===== config.mk =====
export PLATFORM = sky130hd
export DESIGN_NAME = modeswing_monitor
export DESIGN_NICKNAME = d
export VERILOG_FILES = /design/src/rtl/modeswing_pkg.sv /design/src/rtl/modeswing_phase_gen.sv /design/src/rtl/modeswing_pair_cmp.sv /design/src/rtl/modeswing_fault_hold.sv /design/src/rtl/modeswing_monitor.sv
export SDC_FILE = /design/constraint.sdc
export NUM_CORES = 1
export LEC_CHECK = 0
export BUFFER_PORTS_ARGS = -buffer_cell sky130_fd_sc_hd__buf_2
export CAP_MARGIN = 0
export CORE_MARGIN = 1
export CORE_UTILIZATION = 40
export DETAILED_ROUTE_END_ITERATION = 6
export PLACE_DENSITY = 0.71
export SETUP_SLACK_MARGIN = 0.15
export SYNTH_ARGS = -nofsm -noshare
export SYNTH_HDL_FRONTEND = slang
export SYNTH_HIERARCHICAL = 1
export SYNTH_SLANG_ARGS = --single-unit

===== constraint.sdc =====
create_clock -name clk -period 8.2 [get_ports clk]
set_input_delay 0 -clock clk [delete_from_list [all_inputs] [get_ports clk]]
set_output_delay 0 -clock clk [all_outputs]
set_load 0.05 [all_outputs]

===== src/rtl/modeswing_pkg.sv =====
`timescale 1ns/1ps
package modeswing_pkg;

    typedef enum logic {
        GATE_NAND = 1'b0,
        GATE_NOR  = 1'b1
    } gate_mode_e;

    typedef struct packed {
        logic       strobe;
        gate_mode_e ending;
    } phase_evt_t;

    function automatic int unsigned clamp_mult(input int unsigned req, input int unsigned top);
        if (req == 0)
            return 1;
        else if (req > top)
            return top;
        else
            return req;
    endfunction

    function automatic gate_mode_e flip_mode(input gate_mode_e m);
        return (m == GATE_NAND) ? GATE_NOR : GATE_NAND;
    endfunction

endpackage


===== src/rtl/modeswing_phase_gen.sv =====
`timescale 1ns/1ps
module modeswing_phase_gen
    import modeswing_pkg::*;
#(
    parameter int OP_CYCLES = 48,
    parameter int KW        = 8
) (
    input  logic          clk,
    input  logic          rst,
    input  logic          run,
    input  logic [KW-1:0] k,
    output gate_mode_e    mode,
    output phase_evt_t    evt
);
    localparam int KMAX  = OP_CYCLES / 4;
    localparam int ACC_W = $clog2(2 * OP_CYCLES) + 1;

    logic [ACC_W-1:0] acc;
    logic [ACC_W-1:0] step;
    logic [ACC_W-1:0] sum;
    logic             wrap;
    int unsigned      k_eff;

    always_comb begin
        k_eff = clamp_mult(32'(k), KMAX);
        step  = ACC_W'(2 * k_eff);
        sum   = acc + step;
        wrap  = (sum >= ACC_W'(OP_CYCLES));
        evt.strobe = run && wrap;
        evt.ending = mode;
    end

    always_ff @(posedge clk) begin
        if (rst || !run) begin
            acc  <= '0;
            mode <= GATE_NAND;
        end else if (wrap) begin
            acc  <= sum - ACC_W'(OP_CYCLES);
            mode <= flip_mode(mode);
        end else begin
            acc  <= sum;
        end
    end

endmodule


===== src/rtl/modeswing_pair_cmp.sv =====
`timescale 1ns/1ps
module modeswing_pair_cmp
    import modeswing_pkg::*;
(
    input  logic       clk,
    input  logic       rst,
    input  logic       run,
    input  phase_evt_t evt,
    input  logic       obs,
    output logic       mism_now,
    output logic       pulse
);
    logic held;
    logic have;

    always_comb begin
        mism_now = run && evt.strobe && (evt.ending == GATE_NOR) && have && (obs != held);
    end

    always_ff @(posedge clk) begin
        if (rst || !run) begin
            held  <= 1'b0;
            have  <= 1'b0;
            pulse <= 1'b0;
        end else begin
            pulse <= mism_now;
            if (evt.strobe) begin
                if (evt.ending == GATE_NAND) begin
                    held <= obs;
                    have <= 1'b1;
                end else begin
                    have <= 1'b0;
                end
            end
        end
    end

endmodule


===== src/rtl/modeswing_fault_hold.sv =====
`timescale 1ns/1ps
module modeswing_fault_hold (
    input  logic clk,
    input  logic rst,
    input  logic set,
    output logic latched
);
    always_ff @(posedge clk) begin
        if (rst)
            latched <= 1'b0;
        else if (set)
            latched <= 1'b1;
    end
endmodule


===== src/rtl/modeswing_monitor.sv =====
`timescale 1ns/1ps
module modeswing_monitor
    import modeswing_pkg::*;
#(
    parameter int OP_CYCLES = 48,
    parameter int KW        = 8
) (
    input  logic          clk,
    input  logic          rst,
    input  logic          test_en,
    input  logic [KW-1:0] k,
    input  logic          obs,
    output logic          mode_ctl,
    output logic          fault_pulse,
    output logic          fault_sticky
);
    gate_mode_e mode;
    phase_evt_t evt;
    logic       mism_now;
    logic       pulse_q;
    logic       latch_q;

    modeswing_phase_gen #(.OP_CYCLES(OP_CYCLES), .KW(KW)) u_phase (
        .clk  (clk),
        .rst  (rst),
        .run  (test_en),
        .k    (k),
        .mode (mode),
        .evt  (evt)
    );

    modeswing_pair_cmp u_cmp (
        .clk      (clk),
        .rst      (rst),
        .run      (test_en),
        .evt      (evt),
        .obs      (obs),
        .mism_now (mism_now),
        .pulse    (pulse_q)
    );

    modeswing_fault_hold u_hold (
        .clk     (clk),
        .rst     (rst),
        .set     (mism_now),
        .latched (latch_q)
    );

    always_comb begin
        mode_ctl     = test_en && (mode == GATE_NOR);
        fault_pulse  = test_en && pulse_q;
        fault_sticky = test_en && latch_q;
    end

endmodule


Yosys cells after proc, flatten, opt, wreduce, memory -nomap -nowiden
Cells that the tools add are included.

Bits in registers: 13. Bits in latches: 0. Bits in writable memories: 0. ROM bits: 0. Input port bits: 12. Output and inout port bits: 3. Logic and storage cells: 28. Memories kept: 0.

Add/subtract/negate cells: 2. Multiply operators: 0. Div/mod/pow operators: 0. Order comparisons: 2. Equal/unequal tests: 1. Shifts and indexed selects: 0. Muxes and demuxes: 4. Bitwise logic cells: 1. Reductions and logical operators: 12.

Operators with widths (count): 2-to-1 mux 7 bit (2); adder 8 bit (1); >= comparator 8 x 6 -> 1 bit, second input constant (1); > comparator 8 x 4 -> 1 bit, second input constant (1); logical AND 1 bit (8); logical NOT 8 bit (1); 2-to-1 mux 8 bit (1); subtractor 8 x 6 -> 8 bit, second input constant (1); AND reduction 2 bit (1); logical NOT 1 bit (1); logical OR 1 bit (1); 2-to-1 mux 1 bit (1); != test 1 bit (1); NOT 1 bit (1).

Depth between registers and ports, before layout
Gate-level depths: netlist (run 1).

Depth after elaboration: 10. Mapped depth: 16. Depth with buffers taken out: 16.

Modules after synthesis
Netlist (run 1), hierarchy kept.

By module, submodules not included: modeswing_phase_gen (times used 1, cells an instance 84, area an instance 710.7 µm², seq. area each 160.2 µm²); modeswing_pair_cmp (times used 1, cells an instance 13, area an instance 123.9 µm², seq. area each 60.1 µm²); modeswing_fault_hold (times used 1, cells an instance 2, area an instance 30.0 µm², seq. area each 20.0 µm²); modeswing_monitor (times used 1, cells an instance 3, area an instance 18.8 µm², seq. area each 0.0 µm²).

Least setup slack after synthesis (run 1)
Ideal clock, no wire load.

Path kind: input port to flip-flop. Start point: input k[7]. End point: register u_cmp.held. Setup time: 0.114 ns. Data arrival time: 2.573 ns. Slack: 5.513 ns. Stages on the path: 14. Path through: nor4_1 -> and3_1 -> ha_1 -> a211oi_2 -> o21ba_2 -> nor2_1 -> ha_1 -> inv_1 -> o41ai_2 -> nor3_2 -> nor2b_1 -> nor2b_2 -> mux2i_1 -> nor2_1.

RTL lines: start: declaration (RTL line modeswing_monitor.sv:11) `input logic [KW-1:0] k,`; end signal: assignment (RTL line modeswing_pair_cmp.sv:29) `held <= obs;`; end: declaration (RTL line modeswing_pair_cmp.sv:13) `logic held;`.

==> results of run 1 <==
==> power by group <==
part | switching (uW) | leakage [uW] | internal (uW) | total, uW
Clock | 18.8 | 0.0000210 | 26.9 | 45.7
Combinational | 72.6 | 0.000315 | 56.9 | 129
Sequential | 5.67 | 0.0000978 | 67.1 | 72.8
==> state kept, by name (all words and copies together), names as in the netlist <==
register,cells
u_cmp/have,1
u_cmp/held,1
u_cmp/pulse,1
u_hold/latched,1
u_phase/acc,7
u_phase/mode,1
==> tightest hold or removal path, delay by kind of cell <==
family | cells | cell delay (ps)
buffers and inverters | 1 | 100
multiplexers | 1 | 70
AND/OR/NAND/NOR | 1 | 80
==> worst max-delay path by stage <==
stage	startpoint	end	slack, ps	cells past startpoint
after global placement	k[7]	u_cmp/held	5160	13
final	u_phase/acc[1]	u_cmp/held	5300	13
after floorplan	k[7]	u_cmp/held	5510	14
after CTS	u_phase/acc[1]	u_cmp/held	5300	13
after global routing	k[7]	u_cmp/held	5020	15
after detailed placement	k[7]	u_cmp/held	5030	15
==> cell usage after synthesis (all sizes together) <==
library cell and instances:
o21ba 3, nand4b 1, dfxtp 12, nor2b 4
mux2i 3, o31ai 1, and3 1, a211oi 3
inv 1, and2 5, o41ai 1, nand3b 1
clkbuf 1, nand4 1, fa 1, nand3 2
a21oi 3, ha 7, o31a 1, nor4b 2
xnor2 2, nor3 4, buf 1, or4 1
nand2b 6, or3b 2, and3b 1, o211ai 3
conb 1, nand2 5, nor4 3, o21ai 4
nor2 15
==> metrics by stage <==
step | setup slack [ps] | cells | hold slack, ps
final | 5300 | 146 | 16.2
after global placement | 5160 | 142 | 262
after global routing | 5020 | 146 | 7.49
after detailed placement | 5030 | 142 | 289
after floorplan | 5510 | 103 | 147
after CTS | 5300 | 146 | 4.35
==> cell families (layout without fill, tap and decap cells) <==
logic type	after synthesis	in the layout	synth area share [%]
compound gates	19	19	18.3
xor+xnor	2	2	1.98
fa+ha+maj	8	8	12.2
buf+inv	3	19	1.70
flops	12	12	27.2
mux	3	3	3.40
other cells	1	2	0.425
simple gates	54	54	34.8
==> routing by layer <==
metal  up-vias  global-route usage (%)  wire (microns)
met4         0                    4.41               0
li1        403                       -               -
met5         -                       0               0
met2         8                    22.7             708
met3         0                    2.18              37
met1       341                    17.0             814
==> cell type report <==
class                   count  area, sq um
fillers                   192         1010
multi-input cells          88          632
flip-flops and latches     12          240
repair buffers             14         70.1
clock buffers               4         36.3
well taps                  27         33.8
inverters                   1         3.75
==> run_results.csv, run 1 <==
group,metric,value,unit
synth,seq_area_frac_synth,27.2,%
final_layout,layout.cells.most_common_list,"15 x sky130_fd_sc_hd__nor2_1, 14 x sky130_fd_sc_hd__buf_2, 12 x sky130_fd_sc_hd__dfxtp_1",
setup_path,crit_type,"reg2reg",
hold_path,timing.hold.worst_endpoint,"u_cmp/held",
final_layout,layout.cells.most_common,"sky130_fd_sc_hd__nor2_1",
setup_path,cp_max_fo,5,
timing,finalMaxSlewViolations,0,
timing,period_minus_slack,2900,ps
synth,synth_largest_area_cell,"sky130_fd_sc_hd__dfxtp_1",
setup_path,worstPathArrival,3060,ps
status,run_status,"complete, no violations",
setup_path,r2r-end,"u_cmp/held",
floorplanning,initial_core_util,43.7,%
global_routing,first_global_vias,652,
synth,synthesis.area_per_instance,8.66,sq um
final_layout,post_route_cells_drive_above_1_share,23.5,%
hold_path,hold_path.class,"in2reg",
setup_path,startpoint_of_the_lowest_slack_register_to_register_path,"u_phase/acc[1]",
setup_path,worstSetupEndpointType,"flop",
timing,totalNegativeSetupSlack,0,ps
final_layout,layout_cell_area_excl_fill,0.00102,sq mm
hold_path,min_path_cells,3,
floorplanning,placementRows,16,
setup_path,worst_path_max_delay_cell,"sky130_fd_sc_hd__fa_1",
clock_network,tritoncts,"done",
clock_network,cts_setup_buffers,0,
clock_network,cts_root_buffer,"sky130_fd_sc_hd__clkbuf_4",
timing,setup_repair_after_global_routing_missed_its_margin,"false",
clock_network,h-tree-depth,1,
placed_design,io_buffer_count,14,
synth,syn_area,883,sq um
placed_design,place_hpwl,1290,microns
timing,worst_slew_margin_rel,62.7,%
global_routing,antenna_violations_before_repair,0,
global_routing,grt_pass1_wl,2570,microns
floorplanning,coreArea,0.00202,sq mm
setup_path,r2r_slack,5300,ps
setup_path,crit_family,"adder cells",
clock_network,post_cts.resized_instances,0,
final_layout,antennaDiodeCount,0,
clock_network,cts_hold_buffers,0,
timing,fmax,344,MHz
route,finalWirelength,1560,microns
synth,yosys_warnings,6,
setup_path,critPathMaxStageDelay,450,ps
floorplanning,fp.dieArea,0.00240,sq mm
route,antenna_left,0,
setup_path,number_of_cells_on_the_worst_reg_to_reg_path,13,
clock_network,insertion_delay,260,ps
setup_path,cp_num_buf_inv,1,
placed_design,placedInstanceArea,980,sq um
final_layout,area_delta_synth_final,15.0,%
floorplanning,die_height,49.0,microns
setup_path,crit_path_cell_trace,"ha_1, fa_1, a211oi_4, o21ba_2, nor2_1, ha_1, inv_1, o41ai_2, nor3_2, nor2b_1, nor2b_2, mux2i_1, nor2_1",
route,post_drt_wl_per_cell,10.7,microns
final_layout,nNetsFinal,140,
global_routing,pin_count_of_the_biggest_net_entering_global_routing,9,
job,max_cap_violations,0,
power,peakVddDrop,0.145,mV
synth,synth_largest_type_area_fraction,27.2,%
clock_network,clock-sinks,12,
power,powerDensity,244,mW/mm^2
timing,finalSetupViolations,0,
placed_design,gp_congestion,0.749,
setup_path,crit_path_start_kind,"flop",
clock_network,cts.reportedPaths.clkPinSlew,70,ps
global_routing,overflow,0,
setup_path,worst-endpoint-required,8360,ps
power,totalPowerFinal,248,uW
synth,synth.distinct_cells,40,
hold_path,worstHoldStart,"obs",
timing,worst-slew-pin-transition,555,ps
synth,post_synth_inst_count,102,
timing,timing_hold_violations_final,0,
route,dr_total_vias,752,
floorplanning,fp.dieW,49.0,microns
route,drtPass1Iterations,4,
route,vias_per_cell,5.15,
timing,fin_crit_sh,35.4,%
synth,post_synth_main_area_contributors,"sky130_fd_sc_hd__dfxtp_1 27%, sky130_fd_sc_hd__ha_1 9.9%, sky130_fd_sc_hd__nor2_1 6.4%",
final_layout,fin_util,50.2,%
route,first_iter_violations,12,
power,cellLeakagePower,0.000433,uW
timing,clock_skew,1.39,ps
route,drc_errors,0,
clock_network,cts_made_buffers,3,
global_routing,groute.usage.overall,13.3,%
floorplanning,io_pins,15,
synth,synth.ff_latch_count,12,
clock_network,clock_tree.buffer_depth,2,
Power figures use the tool's default switching activity.
==> run 2: changes to the inputs <==
--- a/config.mk
+++ b/config.mk
@@ -10,7 +10,7 @@
 export CORE_MARGIN = 1
 export CORE_UTILIZATION = 40
 export DETAILED_ROUTE_END_ITERATION = 6
-export PLACE_DENSITY = 0.71
+export PLACE_DENSITY = 0.73
 export SETUP_SLACK_MARGIN = 0.15
 export SYNTH_ARGS = -nofsm -noshare
 export SYNTH_HDL_FRONTEND = slang
==> constraint.sdc (replaced) <==
create_clock -name clk -period 2.5 [get_ports clk]
set_input_delay 0 -clock clk [delete_from_list [all_inputs] [get_ports clk]]
set_output_delay 0 -clock clk [all_outputs]
set_load 0.05 [all_outputs]
==> run 2 against run 1 <==
Effect of this change: the run now ends with negative setup slack left; first-iteration DRC count rose by 100%; cell count is 14% higher; clock power increased by 140%; sequential share of layout area is 4.7 points lower; sequential power increased to 3.3 times the previous value; clock-buffer cell count shrank 1; power grew to 4.4 times the previous value; register-to-register slack worse by 5400 ps; via count grew 17%; largest cell class unchanged; largest power group unchanged.
==> run_results.csv, run 2 (synthesized netlist as in run 1, its figures left out) <==
group,metric,value,unit
power,totalPowerFinal,1090,uW
floorplanning,placementRows,16,
setup_path,crit_path_cell_trace,"ha_4, fa_2, a211oi_4, buf_4, nor4b_1, or3b_4, buf_4, or4_1, a21oi_2",
setup_path,crit_type,"reg2reg",
placed_design,io_buffer_count,14,
job,max_cap_violations,0,
route,drc_errors,0,
clock_network,insertion_delay,260,ps
route,antenna_left,0,
setup_path,cp_num_buf_inv,2,
floorplanning,coreArea,0.00202,sq mm
power,powerDensity,860,mW/mm^2
clock_network,cts_hold_buffers,0,
final_layout,nNetsFinal,161,
timing,fin_crit_sh,106,%
setup_path,worst-endpoint-required,2700,ps
setup_path,r2r_slack,-150,ps
power,cellLeakagePower,0.000548,uW
placed_design,place_hpwl,1570,microns
clock_network,cts.reportedPaths.clkPinSlew,70,ps
timing,fmax,378,MHz
timing,hold_worst_slack,12.9,ps
clock_network,cts_made_buffers,3,
clock_network,tritoncts,"done",
setup_path,startpoint_of_the_lowest_slack_register_to_register_path,"u_phase/acc[1]",
setup_path,worstPathArrival,2850,ps
global_routing,antenna_violations_before_repair,0,
final_layout,area_delta_synth_final,44.1,%
floorplanning,initial_core_util,43.7,%
route,first_iter_violations,24,
timing,finalSetupViolations,7,
route,vias_per_cell,5.31,
global_routing,grt_pass1_wl,3630,microns
power,switching_power_share_of_the_total,40.0,%
power,power.combinational.fraction,67.9,%
status,run_status,"complete, but fails checks",
placed_design,gp_congestion,0.778,
floorplanning,io_pins,15,
global_routing,first_global_vias,818,
final_layout,regMostFlops,"u_phase/acc",
setup_path,critPathMaxStageDelay,430,ps
final_layout,post_route_cells_drive_above_1_share,44.6,%
setup_path,r2r-end,"u_phase/acc[7]",
hold_path,worstHoldStart,"rst",
floorplanning,die_height,49.0,microns
route,dr_total_vias,881,
final_layout,number_of_fill_cells_in_the_layout,170,
timing,fin_ws,-147,ps
setup_path,worstSetupEndpointType,"flop",
power,p_sw,438,uW
floorplanning,fp.dieArea,0.00240,sq mm
clock_network,clock-sinks,12,
timing,finalMaxSlewViolations,0,
final_layout,multiInputGateArea,737,sq um
setup_path,crit_family,"simple AND/OR/NAND/NOR gates",
floorplanning,fp.dieW,49.0,microns
setup_path,cp_max_fo,5,
final_layout,antennaDiodeCount,0,
global_routing,groute.usage.overall,19.7,%
final_layout,layout.cells.most_common,"sky130_fd_sc_hd__buf_4",
timing,setup_repair_after_global_routing_missed_its_margin,"true",
setup_path,worst_path_max_delay_cell,"sky130_fd_sc_hd__or3b_4",
final_layout,largest_reg_flops,7,
route,post_drt_wl_per_cell,13.8,microns
final_layout,regArea,241,sq um
timing,totalNegativeSetupSlack,-409,ps
global_routing,pin_count_of_the_biggest_net_entering_global_routing,9,
route,finalWirelength,2290,microns
final_layout,layout.cells.most_common_list,"20 x sky130_fd_sc_hd__buf_4, 14 x sky130_fd_sc_hd__buf_2, 11 x sky130_fd_sc_hd__nor2_1, 11 x sky130_fd_sc_hd__dfxtp_1, 6 x sky130_fd_sc_hd__nand2b_1",
setup_path,crit_path_start_kind,"flop",
timing,timing_hold_violations_final,0,
power,sequentialPowerShare,22.0,%
hold_path,timing.hold.worst_endpoint,"u_hold/latched",
timing,clock_skew,2.82,ps
status,failed_checks,"negative setup slack",
setup_path,worst_path_most_repeated_cell,"sky130_fd_sc_hd__buf_4",
setup_path,number_of_cells_on_the_worst_reg_to_reg_path,9,
global_routing,overflow,0,
power,peakVddDrop,0.504,mV
clock_network,h-tree-depth,1,
route,drtPass1Iterations,4,
hold_path,min_path_cells,2,
power,cellInternalPower,656,uW
clock_network,clock_tree.buffer_depth,2,
clock_network,cts_root_buffer,"sky130_fd_sc_hd__clkbuf_4",
power,power.share.clock,10.1,%
timing,period_minus_slack,2650,ps
hold_path,hold_path.class,"in2reg",
[run 2: cell type report]
class / count / area share (%)
Multi-Input combinational cell: 88 / 57.9
Sequential cell: 12 / 19.0
Timing Repair Buffer: 35 / 18.2
Tap cell: 27 / 2.65
Clock buffer: 3 / 1.77
Inverter: 1 / 0.492
[run 2: worst max path at each step]
stage / startpoint / end / cells after the start
2_1_floorplan: u_phase/acc[1] / u_cmp/held / 13
3_3_place_gp: k[7] / u_cmp/held / 16
3_5_place_dp: k[7] / u_cmp/held / 15
4_1_cts: u_phase/acc[1] / u_cmp/held / 11
5_1_grt: u_phase/acc[1] / u_phase/acc[7] / 9
6_report: u_phase/acc[1] / u_phase/acc[7] / 9
[run 2: power by group through the flow]
| stage | Combinational (uW) | Sequential [uW] | Clock (uW) |
|---|---|---|---|
| global route | 809 | 243 | 126 |
| floorplan | 396 | 236 | 0 |
| finish | 743 | 240 | 111 |
| detailed placement | 562 | 244 | 0 |
| global placement | 540 | 242 | 0 |
| CTS | 694 | 240 | 116 |
[run 2: per-layer routing]
layer | wire [microns] | track usage [%] | vias up | share of wire [%]
li1 | - | - | 444 | -
met5 | 0 | 0 | - | 0
met3 | 59 | 2.80 | 6 | 2.6
met2 | 1200 | 33.8 | 21 | 52
met1 | 989 | 25.5 | 410 | 43
met4 | 41 | 5.88 | 0 | 1.8
[run 2: stage by stage]
step / utilization [%] / setup WS [ps] / std cells / cell area [sq um]
after CTS: 61.8 / -52.8 / 165 / 1250
after floorplan: - / -24.0 / 103 / 921
after global placement: 55.0 / -101 / 155 / 1110
after global routing: 62.9 / -229 / 166 / 1270
final: 62.9 / -147 / 166 / 1270
after detailed placement: 55.0 / -270 / 155 / 1110
[run 2: worst reg2reg max path, cell delays in order (launching register included)]
cell and delay, ps:
sky130_fd_sc_hd__dfxtp_2 330, sky130_fd_sc_hd__ha_4 160, sky130_fd_sc_hd__fa_2 390, sky130_fd_sc_hd__a211oi_4 320, sky130_fd_sc_hd__buf_4 170, sky130_fd_sc_hd__nor4b_1 50
sky130_fd_sc_hd__or3b_4 430, sky130_fd_sc_hd__buf_4 170, sky130_fd_sc_hd__or4_1 420, sky130_fd_sc_hd__a21oi_2 140
[run 2: repair_timing]
action | in CTS | in global routing
cloned | 0 | 0
gates resized for setup | 13 | 3
setup endpoints to repair | 9 | 9
pin swaps | 8 | 9
buffers inserted | 7 | 1
hold endpoints to repair | 0 | 0
==> run 3: changes to the inputs <==
--- a/config.mk
+++ b/config.mk
@@ -10,6 +10,7 @@
 export CORE_MARGIN = 1
 export CORE_UTILIZATION = 40
 export DETAILED_ROUTE_END_ITERATION = 6
+export MAX_ROUTING_LAYER = met4
 export PLACE_DENSITY = 0.73
 export SETUP_SLACK_MARGIN = 0.15
 export SYNTH_ARGS = -nofsm -noshare
==> run 3 against run 2 <==
Effect of this change: the run still ends with negative setup slack left; largest power group unchanged; routed wire length shrank 0.26%; setup slack barely moved; flip-flop and latch count stayed put; non-clock buffer count did not move; fmax hardly changed; combinational power barely moved; clock skew about the same; power about the same; clock-buffer cell count is the same; via count down 0.57%; critical path depth did not move; design area did not move.
==> run_results.csv, run 3 (synthesized netlist as in run 1, its figures left out) <==
group,metric,value,unit
status,run_status,"complete, but fails checks",
status,failed_checks,"negative setup slack",
placed_design,placedInstanceArea,0.00111,sq mm
global_routing,groute.usage.overall,20.3,%
clock_network,clock-sinks,12,
timing,hold_worst_slack,12.3,ps
setup_path,worstSetupEndpointType,"flop",
power,switching_power_share_of_the_total,40.0,%
floorplanning,fp.dieArea,0.00240,sq mm
global_routing,grt_pass1_wl,3630,microns
timing,finalMaxSlewViolations,0,
power,cellInternalPower,656,uW
clock_network,clock_tree.buffer_depth,2,
placed_design,gp_congestion,0.789,
power,p_sw,438,uW
power,peakVddDrop,0.504,mV
setup_path,crit_family,"simple AND/OR/NAND/NOR gates",
setup_path,worst_path_max_delay_cell,"sky130_fd_sc_hd__or3b_4",
floorplanning,coreArea,0.00202,sq mm
final_layout,layout.cells.most_common,"sky130_fd_sc_hd__buf_4",
setup_path,worst-endpoint-required,2700,ps
placed_design,post-place-ws,-270,ps
setup_path,crit_path_start_kind,"flop",
clock_network,cts.reportedPaths.clkPinSlew,70,ps
global_routing,pin_count_of_the_biggest_net_entering_global_routing,9,
floorplanning,io_pins,15,
floorplanning,fp.dieW,49.0,microns
placed_design,place_hpwl,1570,microns
floorplanning,die_height,49.0,microns
job,max_cap_violations,0,
global_routing,overflow,0,
final_layout,regMostFlops,"u_phase/acc",
route,first_iter_violations,26,
clock_network,cts_root_buffer,"sky130_fd_sc_hd__clkbuf_4",
global_routing,first_global_vias,816,
floorplanning,initial_core_util,43.7,%
timing,fin_ws,-147,ps
route,dr_total_vias,876,
route,drc_errors,0,
route,drtPass1Iterations,4,
route,vias_per_cell,5.28,
setup_path,number_of_cells_on_the_worst_reg_to_reg_path,9,
final_layout,post_route_cells_drive_above_1_share,44.6,%
setup_path,worstPathArrival,2850,ps
setup_path,cp_num_buf_inv,2,
clock_network,tritoncts,"done",
power,power.share.clock,10.1,%
hold_path,min_path_cells,2,
hold_path,hold_path.class,"in2reg",
final_layout,layout_cell_area_excl_fill,0.00127,sq mm
placed_design,io_buffer_count,14,
setup_path,critPathMaxStageDelay,430,ps
clock_network,cts_made_buffers,3,
setup_path,cp_max_fo,5,
final_layout,layout.cells.most_common_list,"20 x sky130_fd_sc_hd__buf_4, 14 x sky130_fd_sc_hd__buf_2, 11 x sky130_fd_sc_hd__nor2_1, 11 x sky130_fd_sc_hd__dfxtp_1, 6 x sky130_fd_sc_hd__nand2b_1",
final_layout,antennaDiodeCount,0,
timing,finalSetupViolations,7,
final_layout,area_delta_synth_final,44.1,%
power,cellLeakagePower,0.000548,uW
timing,period_minus_slack,2650,ps
timing,fmax,378,MHz
timing,clock_skew,2.82,ps
clock_network,h-tree-depth,1,
route,antenna_left,0,
floorplanning,placementRows,16,
timing,setup_repair_after_global_routing_missed_its_margin,"true",
final_layout,fin_util,62.9,%
route,finalWirelength,2280,microns
clock_network,cts_hold_buffers,0,
setup_path,crit_type,"reg2reg",
setup_path,worst_path_most_repeated_cell,"sky130_fd_sc_hd__buf_4",
power,sequentialPowerShare,22.0,%
route,post_drt_wl_per_cell,13.7,microns
power,powerDensity,860,mW/mm^2
setup_path,worst-path-stages,9,
global_routing,antenna_violations_before_repair,0,
final_layout,nNetsFinal,161,
power,power.combinational.fraction,67.9,%
timing,timing_hold_violations_final,0,
clock_network,insertion_delay,260,ps
final_layout,largest_reg_flops,7,
timing,fin_crit_sh,106,%
setup_path,crit_path_cell_trace,"ha_4, fa_2, a211oi_4, buf_4, nor4b_1, or3b_4, buf_4, or4_1, a21oi_2",
-- run 3: layer usage --
metal / routed length, microns / vias to the layer above / global-route usage (%) / part of all wire [%]
met5: 0 / - / - / 0
met4: 41 / 0 / 5.88 / 1.8
met3: 53 / 6 / 2.80 / 2.3
met2: 1190 / 21 / 33.8 / 52
met1: 992 / 405 / 25.5 / 44
li1: - / 444 / - / -
-- run 3: worst register-to-register path: stages (launching register included) --
cell and delay, ps:
sky130_fd_sc_hd__dfxtp_2 330, sky130_fd_sc_hd__ha_4 160, sky130_fd_sc_hd__fa_2 390, sky130_fd_sc_hd__a211oi_4 320, sky130_fd_sc_hd__buf_4 170, sky130_fd_sc_hd__nor4b_1 50, sky130_fd_sc_hd__or3b_4 430, sky130_fd_sc_hd__buf_4 170
sky130_fd_sc_hd__or4_1 420, sky130_fd_sc_hd__a21oi_2 140
-- run 3: final cells by class --
type / count / area (sq um)
clock buffer: 3 / 22.5
fill: 170 / 749
inverter: 1 / 6.26
multi-input combinational: 88 / 737
sequential: 12 / 241
tap: 27 / 33.8
timing repair buffer: 35 / 231
-- run 3: per-stage QoR --
stage | std cells | total power [uW] | TNS (ps)
detailed placement | 155 | 806 | -953
global route | 166 | 1180 | -1280
CTS | 165 | 1050 | -65.6
floorplan | 103 | 632 | -24.0
global placement | 155 | 783 | -229
finish | 166 | 1090 | -395
-- run 3: what timing repair did --
| action | CTS | global route |
|---|---|---|
| buffers inserted | 7 | 1 |
| endpoints found under the hold margin | 0 | 0 |
| endpoints found under the setup margin | 9 | 9 |
| gates resized for setup | 13 | 3 |
| pin swaps | 8 | 9 |
-- run 3: final timing paths --
kind                  startpoint             end  slack, ps
setup / recovery  u_phase/acc[1]  u_phase/acc[7]       -150
setup reg to reg  u_phase/acc[1]  u_phase/acc[7]       -150
hold / removal               rst  u_hold/latched         10
hold reg to reg   u_hold/latched  u_hold/latched        480
-- run 3: power by group through the flow --
stage / Clock, uW / Sequential, uW / Combinational (uW)
CTS: 116 / 240 / 694
floorplan: 0 / 236 / 396
global route: 126 / 243 / 809
global placement: 0 / 242 / 540
detailed placement: 0 / 244 / 562
finish: 111 / 240 / 743
